File: config.mk
export PLATFORM = sky130hd
export DESIGN_NAME = sat_alu
export DESIGN_NICKNAME = d
export VERILOG_FILES = /design/src/rtl/sat_alu.sv
export SDC_FILE = /design/constraint.sdc
export NUM_CORES = 1
export LEC_CHECK = 0
export BUFFER_PORTS_ARGS = -buffer_cell sky130_fd_sc_hd__buf_2
export CAP_MARGIN = 10
export CORE_UTILIZATION = 40
export DETAILED_ROUTE_END_ITERATION = 10
export PLACE_DENSITY = 0.62
export SLEW_MARGIN = 20
export SYNTH_ARGS = -nofsm -noshare
export SYNTH_HDL_FRONTEND = slang
export SYNTH_SLANG_ARGS = --single-unit
File: constraint.sdc
create_clock -name clk -period 7.55 [get_ports clk]
set_clock_uncertainty 0.05 [all_clocks]
set_input_delay 0.3775 -clock clk [delete_from_list [all_inputs] [get_ports clk]]
set_output_delay 0.3775 -clock clk [all_outputs]
set_load 0.02 [all_outputs]
File: src/rtl/sat_alu.sv
module sat_alu #(
  parameter int DATA_W = 32,
  parameter int OPC_W  = 4
) (
  input  logic              clk,
  input  logic              rst_n,
  input  logic [OPC_W-1:0]  op_sel,
  input  logic [DATA_W-1:0] opnd_a,
  input  logic [DATA_W-1:0] opnd_b,
  input  logic              sat_in,
  output logic [DATA_W-1:0] result,
  output logic              sat_out
);

  localparam int HALF_W = DATA_W / 2;
  localparam int BYTE_W = DATA_W / 4;

  localparam logic [OPC_W-1:0] OP_WADD  = OPC_W'(0);
  localparam logic [OPC_W-1:0] OP_WSUB  = OPC_W'(1);
  localparam logic [OPC_W-1:0] OP_DADD  = OPC_W'(2);
  localparam logic [OPC_W-1:0] OP_DSUB  = OPC_W'(3);
  localparam logic [OPC_W-1:0] OP_HADD  = OPC_W'(4);
  localparam logic [OPC_W-1:0] OP_HSUB  = OPC_W'(5);
  localparam logic [OPC_W-1:0] OP_BADD  = OPC_W'(6);
  localparam logic [OPC_W-1:0] OP_BSUB  = OPC_W'(7);
  localparam logic [OPC_W-1:0] OP_XADSB = OPC_W'(8);
  localparam logic [OPC_W-1:0] OP_XSBAD = OPC_W'(9);

  function automatic logic [DATA_W:0] sat_w(input logic [DATA_W-1:0] x, input logic [DATA_W-1:0] y,
                                            input logic sub);
    logic [DATA_W:0] w;
    w = sub ? ({x[DATA_W-1], x} - {y[DATA_W-1], y}) : ({x[DATA_W-1], x} + {y[DATA_W-1], y});
    if (w[DATA_W] != w[DATA_W-1]) sat_w = {1'b1, w[DATA_W], {(DATA_W-1){~w[DATA_W]}}};
    else                          sat_w = {1'b0, w[DATA_W-1:0]};
  endfunction

  function automatic logic [HALF_W-1:0] sat_h(input logic [HALF_W-1:0] x, input logic [HALF_W-1:0] y,
                                              input logic sub);
    logic [HALF_W:0] w;
    w = sub ? ({x[HALF_W-1], x} - {y[HALF_W-1], y}) : ({x[HALF_W-1], x} + {y[HALF_W-1], y});
    if (w[HALF_W] != w[HALF_W-1]) sat_h = {w[HALF_W], {(HALF_W-1){~w[HALF_W]}}};
    else                          sat_h = w[HALF_W-1:0];
  endfunction

  function automatic logic [BYTE_W-1:0] sat_b(input logic [BYTE_W-1:0] x, input logic [BYTE_W-1:0] y,
                                              input logic sub);
    logic [BYTE_W:0] w;
    w = sub ? ({x[BYTE_W-1], x} - {y[BYTE_W-1], y}) : ({x[BYTE_W-1], x} + {y[BYTE_W-1], y});
    if (w[BYTE_W] != w[BYTE_W-1]) sat_b = {w[BYTE_W], {(BYTE_W-1){~w[BYTE_W]}}};
    else                          sat_b = w[BYTE_W-1:0];
  endfunction

  logic [DATA_W:0] w_add, w_sub, w_dbl, w_dadd, w_dsub;

  assign w_add  = sat_w(opnd_a, opnd_b, 1'b0);
  assign w_sub  = sat_w(opnd_a, opnd_b, 1'b1);
  assign w_dbl  = sat_w(opnd_b, opnd_b, 1'b0);
  assign w_dadd = sat_w(opnd_a, w_dbl[DATA_W-1:0], 1'b0);
  assign w_dsub = sat_w(opnd_a, w_dbl[DATA_W-1:0], 1'b1);

  logic [DATA_W-1:0] h_add, h_sub, b_add, b_sub, x_adsb, x_sbad;

  for (genvar i = 0; i < 2; i++) begin : g_half
    assign h_add[i*HALF_W +: HALF_W] = sat_h(opnd_a[i*HALF_W +: HALF_W], opnd_b[i*HALF_W +: HALF_W], 1'b0);
    assign h_sub[i*HALF_W +: HALF_W] = sat_h(opnd_a[i*HALF_W +: HALF_W], opnd_b[i*HALF_W +: HALF_W], 1'b1);
    // lane i of operand a pairs with the opposite lane of operand b; low lane subtracts for code 8
    assign x_adsb[i*HALF_W +: HALF_W] = sat_h(opnd_a[i*HALF_W +: HALF_W], opnd_b[(1-i)*HALF_W +: HALF_W], i == 0);
    assign x_sbad[i*HALF_W +: HALF_W] = sat_h(opnd_a[i*HALF_W +: HALF_W], opnd_b[(1-i)*HALF_W +: HALF_W], i == 1);
  end

  for (genvar i = 0; i < 4; i++) begin : g_byte
    assign b_add[i*BYTE_W +: BYTE_W] = sat_b(opnd_a[i*BYTE_W +: BYTE_W], opnd_b[i*BYTE_W +: BYTE_W], 1'b0);
    assign b_sub[i*BYTE_W +: BYTE_W] = sat_b(opnd_a[i*BYTE_W +: BYTE_W], opnd_b[i*BYTE_W +: BYTE_W], 1'b1);
  end

  logic [DATA_W-1:0] nxt_res;
  logic              nxt_sat;

  always_comb begin
    nxt_sat = sat_in;
    case (op_sel)
      OP_WADD:  begin nxt_res = w_add[DATA_W-1:0];  nxt_sat = sat_in | w_add[DATA_W]; end
      OP_WSUB:  begin nxt_res = w_sub[DATA_W-1:0];  nxt_sat = sat_in | w_sub[DATA_W]; end
      OP_DADD:  begin nxt_res = w_dadd[DATA_W-1:0]; nxt_sat = sat_in | w_dbl[DATA_W] | w_dadd[DATA_W]; end
      OP_DSUB:  begin nxt_res = w_dsub[DATA_W-1:0]; nxt_sat = sat_in | w_dbl[DATA_W] | w_dsub[DATA_W]; end
      OP_HADD:  nxt_res = h_add;
      OP_HSUB:  nxt_res = h_sub;
      OP_BADD:  nxt_res = b_add;
      OP_BSUB:  nxt_res = b_sub;
      OP_XADSB: nxt_res = x_adsb;
      OP_XSBAD: nxt_res = x_sbad;
      default:  nxt_res = '0;
    endcase
  end

  always_ff @(posedge clk) begin
    if (!rst_n) begin
      result  <= '0;
      sat_out <= 1'b0;
    end else begin
      result  <= nxt_res;
      sat_out <= nxt_sat;
    end
  end

endmodule

==> impl_summary.txt <==
----------------------------------------------------
[Die]
  I/O pin count ... 104
  Die Span Y ... 212 um
  Std-Cell Rows ... 76
  Overall die area ... 45100 sq um
  Initial standard-cell utilization of the core ... 0.408
  Overall die width ... 212 um
  Core box area ... 43400 sq um

[Placement]
  Half-perimeter wire length of the detailed placement result ... 78.2 mm
  Final Wtd Congestion ... 1.11
  Count of input and output buffers ... 103
  Post-Place Cell Area ... 18500 sq um

[Pwr]
  Power density over the cells ... 146 nW/um^2
  Reported leakage power ... 7.84 nW
  Worst vdd ir ... 0.0845 mV

[Clocking]
  TritonCTS clock tree ... done
  CTS HTree Levels ... 2
  Hold_buf cts ... 0
  Count of clock tree sinks ... 33
  Inserted Clock Buffers ... 5
  Post-CTS setup repair buffer count ... 0
  Clock buffer depth ... 2
  Clock edge transition at the registers on the reported setup and hold paths ... 0.06 ns
  Root buffer cell ... clkbuf_16
  Post-CTS resize count ... 0

[Timing]
  Worst hold margin ... 0.290 ns
  Final hold violations ... 0
  Worst rel slew slack ... 0.0190
  Final worst path period share ... 0.789
  Total setup violations reported at the end of the flow ... 0
  Unrepaired setup endpoints after global routing ... false
  Total Neg Setup Slack ... 0 ns
  Time the final worst path needs with I/O delays and setup ... 5.96 ns
  Measured slew at the worst slew-check pin ... 1.43 ns
  Final slew viol count ... 0
  Max Clock Freq ... 168 MHz

[Yosys]
  Count of different cell masters after synthesis ... 110
  Complex-gate fraction of the synthesized area ... 0.390
  Xor-xnor portion of the synthesized cell area ... 0.102
  Basic-gate share of the synthesized area counting and, or, nand and nor cells ... 0.224
  Part of the Yosys area used for sequential elements ... 0.0373
  Top-area cell type share of the netlist area ... 0.142
  Total nets after synthesis ... 2910
  Most frequent cells after synthesis ... a21oi_1, nor2_1, o21ai_0
  Count leader, synth ... a21oi_1
  Share of cell area taken by muxes after synthesis ... 0.00685
  Number of flops mapped to enable cells by yosys ... 0
  Flops & latches, synth ... 33
  Syn. warnings ... 0
  Primary FF master, synth ... dfxtp_1
  Synthesized netlist cell count ... 2624
  Fraction of registers with async set or reset after synthesis ... 0
  Synth Area in Adders ... 0.163
  Netlist area before placement ... 17700 sq um
  Cell types occupying the most area after synthesis ... ha_1, a21oi_1, xnor2_1
  Library cell with the largest summed area after synthesis ... ha_1
  Post-Synthesis Mean Instance Area ... 6.75 sq um
  Combinational family with the most area after synthesis ... compound AO/OA/AOI/OAI gates

[Global routing]
  Total global routing track utilization ... 0.414
  Number of antenna violations at the first check in global routing ... 8
  Via count of the first global-routing pass ... 19800
  Maximum number of pins on one net before global-route repair ... 33
  Congestion Overflow GR ... 0
  Wire length of the first global-routing pass ... 136 mm

[Route]
  Detailed-router iteration count before antenna repair ... 6
  Post-DR vias/cell ... 6.70
  DR WL/cell ... 29.9 um
  Via count ... 21400
  Total detailed-routing wirelength ... 95.6 mm
  ANT nets after route ... 0
  DRC marker count from the first detailed-route iteration ... 2917
  Remaining design rule violation count ... 0

[Critical path]
  Worst setup SP type ... primary input
  Worst Path Max Fanout ... 22
  Worst EP arrival ... 6.03 ns
  Data required time of the critical path ... 7.62 ns
  Crit path capture type ... register
  Kind of critical path ... in -> reg

[Layout]
  Post-route standard cell area excluding fillers ... 18600 sq um
  Fraction of layout instances using a drive strength above 1 ... 0.0924
  Growth of design area from synthesis to finish ... 5.25%
  Number of nets in the layout ... 2893

[Hold path]
  Type of the tightest min-delay check ... in -> reg

[Run]
  Count of max-cap constraint violations ... 1

[Run status]
  Failing checks ... capacitance limit
  Status ... finished, violations left

----------------------------------------------------
power by group:
part	total, mW	switching (mW)	internal (mW)	leakage [nW]
logic	2.30	1.57	0.731	7.50
clock network	0.218	0.0962	0.122	0.0706
registers	0.207	0.0149	0.193	0.270
sequential cells by signal (all words and copies together), names as in the netlist:
signal / cells
sat_out: 1
result: 32
area by class of cell:
cell class,instances,area [sq um]
Fill cell,4737,24700
Timing Repair Buffer,132,728
Sequential cell,33,661
Antenna cell,2,5.00
Clock inverter,2,10.0
Multi-Input combinational cell,2266,15700
Tap cell,585,732
Clock buffer,6,129
Inverter,169,634
path summary, 6_finish.rpt:
| kind | startpoint | end | depth (start not counted) |
|---|---|---|---|
| worst min-delay path | sat_in | sat_out$_SDFF_PN0_ | 3 |
| worst max-delay path | opnd_b[29] | result[26]$_SDFF_PN0_ | 12 |
worst max-delay path, cell delays in order:
cell	delay [ns]
buf_2	0.28
inv_1	0.26
ha_1	0.97
nor2b_1	0.19
o31ai_1	0.39
nor2b_1	0.74
o2111a_1	0.35
a21oi_4	0.09
xnor2_2	0.57
a21oi_1	0.34
a2111oi_0	1.26
a31oi_1	0.19
kinds of logic after synthesis:
| kind of cell | after synthesis |
|---|---|
| AO/OA/AOI/OAI | 1033 |
| XOR/XNOR | 202 |
| adder cells (fa/ha/maj) | 225 |
| buffers and inverters | 325 |
| flip-flops | 33 |
| multiplexers | 12 |
| AND/OR/NAND/NOR | 794 |
per-stage QoR:
| step | setup WS (ns) | power, mW | util | cells |
|---|---|---|---|---|
| 6_report | 1.59 | 2.72 | 0.430 | 3195 |
| 5_1_grt | 1.49 | 2.85 | 0.430 | 3193 |
| 4_1_cts | 1.86 | 2.63 | 0.429 | 3190 |
| 3_5_place_dp | 1.58 | 2.40 | 0.426 | 3182 |
| 3_3_place_gp | 1.72 | 2.40 | 0.426 | 3182 |
| 2_1_floorplan | 3.18 | 1.69 | - | 2624 |
layer usage:
layer / routed length (um) / share of wire / global-route usage / vias to the layer above
met3: 11000 / 0.11 / 0.102 / 201
met1: 40000 / 0.42 / 0.559 / 10300
met5: 94 / 0.00098 / 0 / -
met2: 40200 / 0.42 / 0.624 / 1321
li1: - / - / - / 9607
met4: 4350 / 0.046 / 0.170 / 14
cell usage in the layout (no fill, tap or decap), types with 35 or more instances in the layout:
cell	netlist	final
a21oi_1	289	289
nor2_1	219	217
o21ai_0	210	210
ha_1	201	201
nand2_1	185	185
inv_1	164	164
xnor2_1	157	156
buf_2	55	104
a21o_1	85	85
nor3_1	68	68
nand3_1	48	48
nor2b_1	41	41
a211oi_1	41	41
xor2_1	42	41
o21a_1	40	40
nor4_1	35	35
Note: power is estimated with default switching activity, not from simulation.
